$ cat config.mk
export PLATFORM = sky130hd
export DESIGN_NAME = flash_id_probe
export DESIGN_NICKNAME = d
export VERILOG_FILES = /design/src/rtl/flash_probe_pkg.sv /design/src/rtl/probe_delay_timer.sv /design/src/rtl/probe_code_reg.sv /design/src/rtl/probe_verdict.sv /design/src/rtl/flash_id_probe.sv
export SDC_FILE = /design/constraint.sdc
export NUM_CORES = 1
export LEC_CHECK = 0
export BUFFER_PORTS_ARGS = -buffer_cell sky130_fd_sc_hd__clkbuf_2
export CAP_MARGIN = 20
export CORE_AREA = 3 3 157 159
export DETAILED_ROUTE_END_ITERATION = 8
export DIE_AREA = 0 0 160 162
export PLACE_DENSITY = 0.65
export SETUP_SLACK_MARGIN = 0.4
export SLEW_MARGIN = 40
export SYNTH_ARGS = -nofsm -noshare
export SYNTH_HDL_FRONTEND = slang
export SYNTH_SLANG_ARGS = --single-unit
$ cat constraint.sdc
create_clock -name clk -period 5.06 [get_ports clk]
set_input_delay 0 -clock clk [delete_from_list [all_inputs] [get_ports clk]]
set_output_delay 0 -clock clk [all_outputs]
set_load 0.02 [all_outputs]
$ cat src/rtl/flash_probe_pkg.sv
package flash_probe_pkg;

  localparam int BYTE_W = 8;
  localparam int CODE_W = 16;

  localparam logic [7:0] CMD_UNLK_A = 8'hAA;
  localparam logic [7:0] CMD_UNLK_B = 8'h55;
  localparam logic [7:0] CMD_ID_ON  = 8'h90;
  localparam logic [7:0] CMD_RST    = 8'hF0;
  localparam logic [7:0] CONT_MARK  = 8'h7F;

  localparam logic [15:0] CMD_ADR_A = 16'h5555;
  localparam logic [15:0] CMD_ADR_B = 16'h2AAA;
  localparam logic [15:0] RD_MFR    = 16'h0000;
  localparam logic [15:0] RD_DEV    = 16'h0001;
  localparam logic [15:0] RD_MFR_X  = 16'h0100;
  localparam logic [15:0] RD_DEV_X  = 16'h0101;

  typedef enum logic [3:0] {
    PS_IDLE, PS_WAIT,
    PS_RST_A, PS_RST_B, PS_RST_F,
    PS_ENT_A, PS_ENT_B, PS_ENT_C,
    PS_RD_M, PS_RD_MX, PS_RD_D, PS_RD_DX,
    PS_FIN
  } pstate_t;

  typedef enum logic [1:0] {
    TM_GIVEN = 2'd0, TM_ZERO = 2'd1, TM_DEFAULT = 2'd2, TM_BAD = 2'd3
  } tmode_t;

  function automatic logic [15:0] mask_for(input logic [1:0] sel);
    case (sel)
      2'd0:    mask_for = 16'hFFFF;
      2'd1:    mask_for = 16'h07FF;
      2'd2:    mask_for = 16'h0FFF;
      default: mask_for = 16'h0000;
    endcase
  endfunction

endpackage

$ cat src/rtl/probe_delay_timer.sv
module probe_delay_timer #(
  parameter int W = 16
) (
  input  logic         clk,
  input  logic         rst_n,
  input  logic         load,
  input  logic [W-1:0] load_val,
  output logic         expired
);
  logic [W-1:0] cnt_q, cnt_d;

  always_comb begin
    cnt_d = cnt_q;
    if (load)              cnt_d = load_val;
    else if (cnt_q != '0)  cnt_d = cnt_q - 1'b1;
  end

  always_ff @(posedge clk or negedge rst_n) begin
    if (!rst_n) cnt_q <= '0;
    else        cnt_q <= cnt_d;
  end

  assign expired = (cnt_q == '0);


  tmr_step_chk: assert property (@(posedge clk) disable iff (!rst_n)
    (!load && cnt_q != '0) |=> (cnt_q == $past(cnt_q) - 1'b1));

endmodule

$ cat src/rtl/probe_code_reg.sv
module probe_code_reg
  import flash_probe_pkg::*;
(
  input  logic              clk,
  input  logic              rst_n,
  input  logic              clr,
  input  logic              cap_first,
  input  logic              cap_cont,
  input  logic [BYTE_W-1:0] din,
  output logic [CODE_W-1:0] code
);
  logic [CODE_W-1:0] code_d;

  always_comb begin
    code_d = code;
    if (clr)            code_d = '0;
    else if (cap_first) code_d = {{(CODE_W-BYTE_W){1'b0}}, din};
    else if (cap_cont)  code_d = {code[BYTE_W-1:0], din};
  end

  always_ff @(posedge clk or negedge rst_n) begin
    if (!rst_n) code <= '0;
    else        code <= code_d;
  end


  cont_mark_chk: assert property (@(posedge clk) disable iff (!rst_n)
    (cap_cont && !clr) |=> (code[CODE_W-1:BYTE_W] == CONT_MARK));

endmodule

$ cat src/rtl/probe_verdict.sv
module probe_verdict
  import flash_probe_pkg::*;
(
  input  logic [CODE_W-1:0] id_m,
  input  logic [CODE_W-1:0] id_d,
  input  logic [CODE_W-1:0] rr_m,
  input  logic [CODE_W-1:0] rr_d,
  input  logic [CODE_W-1:0] want_m,
  input  logic [CODE_W-1:0] want_d,
  output logic              hit,
  output logic              par_bad,
  output logic              same_m,
  output logic              same_d
);
  assign hit     = (id_m == want_m) && (id_d == want_d);
  assign par_bad = ~(^id_m[BYTE_W-1:0]);
  assign same_m  = (id_m == rr_m);
  assign same_d  = (id_d == rr_d);
endmodule

$ cat src/rtl/flash_id_probe.sv
module flash_id_probe
  import flash_probe_pkg::*;
#(
  parameter int ADDR_W    = 16,
  parameter int DLY_W     = 16,
  parameter int GAP_CYC   = 10,
  parameter int DEF_ENTER = 10000,
  parameter int DEF_EXIT  = 40
) (
  input  logic              clk,
  input  logic              rst_n,
  input  logic              start,
  input  logic [15:0]       exp_mfr,
  input  logic [15:0]       exp_dev,
  input  logic [1:0]        mask_sel,
  input  logic              long_reset,
  input  logic [1:0]        timing_mode,
  input  logic [DLY_W-1:0]  enter_dly,
  input  logic [DLY_W-1:0]  exit_dly,
  output logic              bus_req,
  output logic              bus_we,
  output logic [ADDR_W-1:0] bus_addr,
  output logic [7:0]        bus_wdata,
  input  logic              bus_ack,
  input  logic [7:0]        bus_rdata,
  output logic              busy,
  output logic              done,
  output logic              err,
  output logic              match,
  output logic              par_warn,
  output logic              alias_mfr,
  output logic              alias_dev,
  output logic [15:0]       mfr_code,
  output logic [15:0]       dev_code
);
  localparam int NSLOT = 4;
  localparam logic [DLY_W-1:0] GAP_V = DLY_W'(GAP_CYC);
  localparam logic [DLY_W-1:0] DEF_E = DLY_W'(DEF_ENTER);
  localparam logic [DLY_W-1:0] DEF_X = DLY_W'(DEF_EXIT);

  // reset: asserted asynchronously, released on the clock
  logic rs_meta_q, rs_n;
  always_ff @(posedge clk or negedge rst_n) begin
    if (!rst_n) begin
      rs_meta_q <= 1'b0;
      rs_n      <= 1'b0;
    end else begin
      rs_meta_q <= 1'b1;
      rs_n      <= rs_meta_q;
    end
  end

  pstate_t st_q, st_d, ret_q, ret_d;
  logic ph_q, ph_d, err_d;
  logic long_q;
  logic [15:0] mask_q;
  logic [15:0] wm_q, wd_q;
  logic [DLY_W-1:0] dent_q, dext_q, gent_q, gext_q;
  logic [DLY_W-1:0] eff_ent, eff_ext;
  logic cfg_ok, cfg_en, fin_en;
  logic tmr_load, tmr_zero;
  logic [DLY_W-1:0] tmr_val;
  logic [NSLOT-1:0] cap_f, cap_c;
  logic [15:0] code_w [NSLOT];
  logic v_hit, v_par, v_sm, v_sd;
  logic done_q, err_q, match_q, par_q, am_q, ad_q;

  tmode_t tmode;
  assign tmode  = tmode_t'(timing_mode);
  assign cfg_ok = (mask_sel != 2'd3) && (tmode != TM_BAD);
  assign cfg_en = (st_q == PS_IDLE) && start;
  assign fin_en = (st_q == PS_FIN);

  always_comb begin
    case (tmode)
      TM_GIVEN:   begin eff_ent = enter_dly; eff_ext = exit_dly; end
      TM_DEFAULT: begin eff_ent = DEF_E;     eff_ext = DEF_X;    end
      default:    begin eff_ent = '0;        eff_ext = '0;       end
    endcase
  end

  // next state
  always_comb begin
    st_d = st_q; ret_d = ret_q; ph_d = ph_q; err_d = err_q;
    tmr_load = 1'b0; tmr_val = '0;
    cap_f = '0; cap_c = '0;
    unique case (st_q)
      PS_IDLE: if (start) begin
        if (!cfg_ok) begin
          err_d = 1'b1; st_d = PS_FIN;
        end else begin
          err_d = 1'b0; ph_d = 1'b0;
          tmr_load = 1'b1; tmr_val = eff_ent;
          ret_d = long_reset ? PS_RST_A : PS_RST_F;
          st_d = PS_WAIT;
        end
      end
      PS_WAIT: if (tmr_zero) st_d = ret_q;
      PS_RST_A: if (bus_ack) begin
        tmr_load = 1'b1; tmr_val = gext_q; ret_d = PS_RST_B; st_d = PS_WAIT;
      end
      PS_RST_B: if (bus_ack) begin
        tmr_load = 1'b1; tmr_val = gext_q; ret_d = PS_RST_F; st_d = PS_WAIT;
      end
      PS_RST_F: if (bus_ack) begin
        tmr_load = 1'b1; tmr_val = dext_q;
        ret_d = ph_q ? PS_RD_M : PS_ENT_A; st_d = PS_WAIT;
      end
      PS_ENT_A: if (bus_ack) begin
        tmr_load = 1'b1; tmr_val = gent_q; ret_d = PS_ENT_B; st_d = PS_WAIT;
      end
      PS_ENT_B: if (bus_ack) begin
        tmr_load = 1'b1; tmr_val = gent_q; ret_d = PS_ENT_C; st_d = PS_WAIT;
      end
      PS_ENT_C: if (bus_ack) begin
        tmr_load = 1'b1; tmr_val = dent_q; ret_d = PS_RD_M; st_d = PS_WAIT;
      end
      PS_RD_M: if (bus_ack) begin
        cap_f[{ph_q, 1'b0}] = 1'b1;
        st_d = (bus_rdata == CONT_MARK) ? PS_RD_MX : PS_RD_D;
      end
      PS_RD_MX: if (bus_ack) begin
        cap_c[{ph_q, 1'b0}] = 1'b1; st_d = PS_RD_D;
      end
      PS_RD_D, PS_RD_DX: if (bus_ack) begin
        if (st_q == PS_RD_D) cap_f[{ph_q, 1'b1}] = 1'b1;
        else                 cap_c[{ph_q, 1'b1}] = 1'b1;
        if (st_q == PS_RD_D && bus_rdata == CONT_MARK) st_d = PS_RD_DX;
        else if (ph_q) st_d = PS_FIN;
        else begin
          ph_d = 1'b1;
          st_d = long_q ? PS_RST_A : PS_RST_F;
        end
      end
      PS_FIN: st_d = PS_IDLE;
      default: st_d = PS_IDLE;
    endcase
  end

  // registers
  always_ff @(posedge clk or negedge rs_n) begin
    if (!rs_n) begin
      st_q <= PS_IDLE; ret_q <= PS_IDLE; ph_q <= 1'b0; err_q <= 1'b0;
      long_q <= 1'b0; mask_q <= '0; wm_q <= '0; wd_q <= '0;
      dent_q <= '0; dext_q <= '0; gent_q <= '0; gext_q <= '0;
      done_q <= 1'b0; match_q <= 1'b0; par_q <= 1'b0; am_q <= 1'b0; ad_q <= 1'b0;
    end else begin
      st_q <= st_d; ret_q <= ret_d; ph_q <= ph_d; err_q <= err_d;
      done_q <= fin_en;
      if (cfg_en) begin
        long_q <= long_reset;
        mask_q <= mask_for(mask_sel);
        wm_q   <= exp_mfr;
        wd_q   <= exp_dev;
        dent_q <= eff_ent;
        dext_q <= eff_ext;
        gent_q <= (eff_ent != '0) ? GAP_V : '0;
        gext_q <= (eff_ext != '0) ? GAP_V : '0;
      end
      if (fin_en) begin
        match_q <= !err_q && v_hit;
        par_q   <= !err_q && v_par;
        am_q    <= !err_q && v_sm;
        ad_q    <= !err_q && v_sd;
      end
    end
  end

  probe_delay_timer #(.W(DLY_W)) u_tmr (
    .clk(clk), .rst_n(rs_n), .load(tmr_load), .load_val(tmr_val), .expired(tmr_zero)
  );

  // slot index = {after_exit, is_device}
  for (genvar g = 0; g < NSLOT; g++) begin : g_code
    probe_code_reg u_code (
      .clk(clk), .rst_n(rs_n), .clr(cfg_en),
      .cap_first(cap_f[g]), .cap_cont(cap_c[g]),
      .din(bus_rdata), .code(code_w[g])
    );
  end

  probe_verdict u_verdict (
    .id_m(code_w[0]), .id_d(code_w[1]), .rr_m(code_w[2]), .rr_d(code_w[3]),
    .want_m(wm_q), .want_d(wd_q),
    .hit(v_hit), .par_bad(v_par), .same_m(v_sm), .same_d(v_sd)
  );

  // bus drive
  logic [15:0] adr16;
  always_comb begin
    bus_req = 1'b1; bus_we = 1'b1; bus_wdata = 8'h00; adr16 = 16'h0000;
    case (st_q)
      PS_RST_A, PS_ENT_A: begin adr16 = CMD_ADR_A & mask_q; bus_wdata = CMD_UNLK_A; end
      PS_RST_B, PS_ENT_B: begin adr16 = CMD_ADR_B & mask_q; bus_wdata = CMD_UNLK_B; end
      PS_RST_F: begin adr16 = CMD_ADR_A & mask_q; bus_wdata = CMD_RST; end
      PS_ENT_C: begin adr16 = CMD_ADR_A & mask_q; bus_wdata = CMD_ID_ON; end
      PS_RD_M:  begin bus_we = 1'b0; adr16 = RD_MFR;   end
      PS_RD_MX: begin bus_we = 1'b0; adr16 = RD_MFR_X; end
      PS_RD_D:  begin bus_we = 1'b0; adr16 = RD_DEV;   end
      PS_RD_DX: begin bus_we = 1'b0; adr16 = RD_DEV_X; end
      default:  begin bus_req = 1'b0; bus_we = 1'b0; end
    endcase
  end

  assign bus_addr  = ADDR_W'(adr16);
  assign busy      = (st_q != PS_IDLE);
  assign done      = done_q;
  assign err       = err_q;
  assign match     = match_q;
  assign par_warn  = par_q;
  assign alias_mfr = am_q;
  assign alias_dev = ad_q;
  assign mfr_code  = code_w[0];
  assign dev_code  = code_w[1];


  bus_hold_chk: assert property (@(posedge clk) disable iff (!rs_n)
    (bus_req && !bus_ack) |=> (bus_req && $stable(bus_we) && $stable(bus_addr) && $stable(bus_wdata)));


  done_pulse_chk: assert property (@(posedge clk) disable iff (!rs_n)
    done |=> !done);


  err_nomatch_chk: assert property (@(posedge clk) disable iff (!rs_n)
    (done && err) |-> !match);


  idle_quiet_chk: assert property (@(posedge clk) disable iff (!rs_n)
    !busy |-> !bus_req);

endmodule

**Yosys cells after proc, flatten, opt, wreduce, memory -nomap -nowiden**

Cells that the tools add are included.

- $add $sub $neg: 1
- Order comparisons: 4
- Equal/unequal tests: 36
- Mux-type cells: 74
- Bitwise operators: 1
- Reductions and logical operators: 39

Operators by type and width:

| cell | count |
|---|---|
| two-way mux 16 bit | 20 |
| two-way mux 4 bit | 24 |
| one-hot mux 16 bit (5 select lines) | 1 |
| one-hot mux 15 bit (5 select lines) | 1 |
| == test 16 bit | 4 |
| one-hot mux 16 bit (2 select lines) | 2 |
| nonzero test 16 bit | 3 |
| one-hot mux 15 bit (3 select lines) | 1 |
| one-hot mux 8 bit (4 select lines) | 1 |
| != test 2 bit (second input constant) | 15 |
| one-hot mux 4 bit (7 select lines) | 1 |
| one-hot mux 4 bit (6 select lines) | 1 |
| == test 4 bit (second input constant) | 5 |
| == test 4 x 3 -> 1 bit (second input constant) | 4 |
| zero test 16 bit | 1 |
| one-hot mux 4 bit (2 select lines) | 2 |
| subtractor 16 x 1 -> 16 bit (second input constant) | 1 |
| two-way mux 1 bit | 12 |
| nonzero test 3 bit | 4 |
| logical AND 1 bit | 10 |
| OR reduction 10 bit | 1 |
| OR reduction 2 bit | 5 |
| two-way mux 3 bit | 3 |
| AND reduction 9 bit | 1 |
| other kinds (24) | 32 |

- Register bits: 209
- Output and inout port bits: 65
- Logic and storage cells: 179

**Longest topological paths before layout**

- Word-level depth: 10
- Depth in mapped cells: 8
- Mapped depth without buffers: 7

**Hierarchy**

Synthesis repeated with hierarchy kept, for this count alone.

- Cell total of the unflattened synthesis: 967
- Area total of the unflattened synthesis: 8952.3 um^2

Modules (own cells, without submodules):

| module | instances | cells an instance | area an instance (um^2) |
|---|---|---|---|
| flash_id_probe | 1 | 519 | 4346.7 |
| probe_code_reg | 4 | 62 | 703.2 |
| probe_delay_timer | 1 | 108 | 1022.2 |
| probe_verdict | 1 | 92 | 770.7 |

**Worst setup path after synthesis**

No wires, ideal clock.

- Path kind: register to output
- Start point: reg st_q[0]
- End point: out bus_addr[3]
- Arrival time: 1.943 ns
- Setup slack: 3.117 ns
- Cell stages (with the launch flop): 7
- Buffers on the path: 3
- Path through: dfrtp_1 buf_2 clkbuf_1 nand2b_1 a21oi_1 and2_1 buf_4

- Cells in the longest elaborated chain, start to end: 3
- Elaborated cells on any way between the ends: 12
- Those cells by class: eq/ne: 9; mux: 1; reduce/logical: 2

Ends and longest elaborated chain:

| item | line | source |
|---|---|---|
| start: declaration | flash_id_probe.sv:53 | `pstate_t st_q, st_d, ret_q, ret_d;` |
| start signal: assignment | flash_id_probe.sv:148 | `st_q <= st_d; ret_q <= ret_d; ph_q <= ph_d; err_q <= err_d;` |
| == test 4 x 3 -> 1 bit or == test 4 x 2 -> 1 bit (tied branches) | flash_id_probe.sv:192 | `case (st_q)` |
| OR reduction 4 bit (no source line) or OR reduction 2 bit (tied branches) | - |  |
| one-hot mux 15 bit (5 select lines) (*) | flash_id_probe.sv:192 |  |
| end: declaration | flash_id_probe.sv:22 | `output logic [ADDR_W-1:0] bus_addr,` |

Every way passes the cells marked *; elsewhere a longest branch is shown, timed or not.

**Final worst setup path**

- Start point: reg st_q[2]
- End point: reg u_tmr.cnt_q[2]

- Cells in the longest elaborated chain, start to end: 4
- Elaborated cells on any way between the ends: 14
- Those cells by class: eq/ne: 6; mux: 3; reduce/logical: 5

Ends and longest elaborated chain:

| item | line | source |
|---|---|---|
| == test 4 x 3 -> 1 bit or == test 4 x 2 -> 1 bit (tied branches) | flash_id_probe.sv:87 | `unique case (st_q)` |
| OR reduction 6 bit (no source line) or OR reduction 2 bit (tied branches) | - |  |
| one-hot mux 1 bit (2 select lines) or one-hot mux 16 bit (5 select lines) (tied branches) | flash_id_probe.sv:87 |  |
| two-way mux 16 bit or nonzero test 2 bit (tied branches) | - |  |
| end signal: assignment | probe_delay_timer.sv:20 | `else cnt_q <= cnt_d;` |
| end: declaration | probe_delay_timer.sv:10 | `logic [W-1:0] cnt_q, cnt_d;` |

Parallel ways exist; a longest one is shown, timed or not.
A chain may end at the register's enable or synchronous reset.

==> run summary <==
status = finished, final reports clean
routability congestion estimate from global placement = 0.882
Reg power frac = 37.8%
crit path cell chain = nor2_2 -> nor2_1 -> a2111oi_4 -> or2_1 -> o221ai_1
Crit Path Category = reg -> reg
die width = 160 µm
CTS H-tree depth = 4
placed inst area = 9520 µm²
Mapped Area = 8880 µm²
Psw = 2.57 mW
sw frac = 41.8%
total via count in the routed design = 7519
syn nets = 1056
core area = 23400 µm²
CP Launch Type = flop
Syn Area/Cell = 9.13 µm²
Fillers = 2284
largest net degree at the start of global routing = 64
Top FF cell, synth = dfrtp_1
reg-to-reg slack, setup = 2.38 ns
area delta synth->final = 22.8%
Clock transition at path regs = 0.07 ns
Power Density = 563 nW/µm²
Routed WL = 25500 µm
Area contributors post-synth = dfrtp_1 (47%), nand2_1 (11%), xor2_1 (6.2%)
clock power share = 22.5%
design area = 10900 µm²
Pint = 3.58 mW
root buffer cell = clkbuf_16
initial antenna violation count = 0
WP data arrival = 2.96 ns
Final setup violation count = 0
setup TNS = 0 ns
count of final hold-check violations = 0
most frequent cells in the layout = nand2_1 (253), dfrtp_1 (164), clkbuf_2 (144), dlygate4sd3_1 (76), xor2_1 (63)
fin crit share = 53.0%
library cells used by synthesis = 62
fmax = 373 MHz
Final ANT Viol Nets = 0
Synth Register Bits = 167
area leader, netlist = dfrtp_1
drt pass-1 iters = 6
cell count after synthesis = 973
post-layout min period = 2.68 ns
Max-Cap Viols = 0
Worst R2R Path Depth = 5
Die Ht = 162 µm
nets = 1208
leakage power = 5.24 nW
DRT iter0 DRCs = 686
Clock Latency Late Sink = 0.43 ns
RSZ-0062 raised after global routing = no
vias per cell = 5.16
share of cells above drive strength 1 = 20.9%
Worst Skew = 0.0161 ns
asr flop ratio synth = 100%
# rows = 56
I/O Buffers = 144
total power = 6.15 mW
crit end category = flop
worst slew pin tran = 0.784 ns
post-synth top area share = 47.0%
Max VDD drop = 0.245 mV
CTS Buffer Depth = 2
Slew Viols, Final = 0
post-synthesis sequential area ratio = 47.0%
combinational group share of total power = 39.7%
leading cell type in the layout, fill and taps excluded = nand2_1
WL/cell = 17.5 µm
Largest stage delay, worst path = 0.74 ns
number of global-route vias before repair = 7355
Finished Layout Cells = 1458
hold depth = 5
first-pass GRT wire length = 40700 µm
placed cells = 1349
Starting Density = 38.0%
Sink Count = 167
die area = 25900 µm²
Slew HR = 47.5%
grt ovf = 0
required time of the worst setup path = 5.33 ns
CTS tree = built
number of I/O pins = 146
Post-synth EDFFs = 0
critical path fanouts, max = 27
Total GRT Usage = 19.6%
CP max-delay cell = a2111oi_4
total CTS buffers = 17
Syn. warnings = 0
min-delay worst type = in -> reg
drt drc = 0
dpl hpwl = 17500 µm
-- logic make-up (layout without fill, tap and decap cells) --
logic type	Yosys count	count (layout)	share of synthesized area [%]
simple gates	446	446	22.8
flops	167	167	47.0
compound gates	135	135	10.7
buf+inv	104	269	6.84
xor+xnor	85	85	8.38
mux	32	32	3.94
fa+ha+maj	2	2	0.282
other cells	2	3	0.0845
-- path summary, 6_finish.rpt --
path                         startpoint                   endpoint
max                             st_q[2]             u_tmr.cnt_q[2]
min                        enter_dly[8]             u_tmr.cnt_q[8]
max reg2reg                     st_q[2]             u_tmr.cnt_q[2]
min reg2reg                        rs_n  g_code[1].u_code.code[11]
max in group asynchronous          rs_n   g_code[3].u_code.code[3]
min in group asynchronous          rs_n  g_code[1].u_code.code[11]
-- power groups by stage --
stage | combinational, mW | sequential (mW) | clock, mW
3_5_place_dp | 2.37 | 2.34 | 0
4_1_cts | 2.45 | 2.32 | 1.41
5_1_grt | 2.69 | 2.38 | 1.46
2_1_floorplan | 2.00 | 2.15 | 0
6_report | 2.44 | 2.32 | 1.38
3_3_place_gp | 2.32 | 2.33 | 0
-- per-stage QoR --
stage	setup WS, ns	utilization, %	hold slack (ns)
global placement	2.21	40.6	-0.213
finish	2.38	46.6	0.0110
detailed placement	2.15	40.7	-0.211
CTS	2.12	46.6	0.000238
floorplan	2.30	-	-0.296
global route	2.20	46.6	0.0475
-- repair_timing --
| item | in CTS | in global routing |
|---|---|---|
| endpoints found under the hold margin | 97 | 0 |
| setup buffers | 0 | 0 |
| gates resized for setup | 0 | 0 |
| hold buffers | 76 | 0 |
-- cells in the mapped netlist (all sizes together), types with 12 or more instances --
| cell type | n |
|---|---|
| clkbuf | 26 |
| xor2 | 63 |
| nor2 | 43 |
| nor3 | 16 |
| nand2 | 254 |
| a22oi | 18 |
| a21oi | 41 |
| buf | 70 |
| nor4 | 21 |
| dfrtp | 167 |
| nand3 | 58 |
| xnor2 | 22 |
| mux2 | 24 |
| o221ai | 12 |
| and2 | 17 |
| o21ai | 30 |
-- worst max-delay path: cells and delay by family, from the launching register on --
| kind | cells | cell delay, ns |
|---|---|---|
| AND/OR/NAND/NOR | 3 | 0.98 |
| flip-flops | 1 | 0.58 |
| AO/OA/AOI/OAI | 2 | 0.96 |
-- registers in the layout (all words and copies together), names as in the netlist, 3 cells and up --
signal              cells
dext_q                 16
dent_q                 16
st_q                    4
wd_q                   16
u_tmr.cnt_q            16
ret_q                   4
g_code.u_code.code     64
mask_q                  3
wm_q                   16
-- metal layers --
| metal | wire (µm) | GRT usage, % |
|---|---|---|
| met5 | 0 | 0 |
| met4 | 380 | 5.29 |
| met3 | 1410 | 3.42 |
| met2 | 12400 | 32.6 |
| met1 | 11300 | 26.6 |
-- final cells by class --
cell class	count	area, µm²	share of cell area, %
well taps	319	399	3.66
flip-flops and latches	167	4190	38.4
clock buffers	19	433	3.97
clock inverters	13	188	1.72
inverters	8	30.0	0.275
diodes	1	2.50	0.0229
multi-input cells	702	4110	37.7
repair buffers	229	1560	14.3
Power figures use the tool's default switching activity.
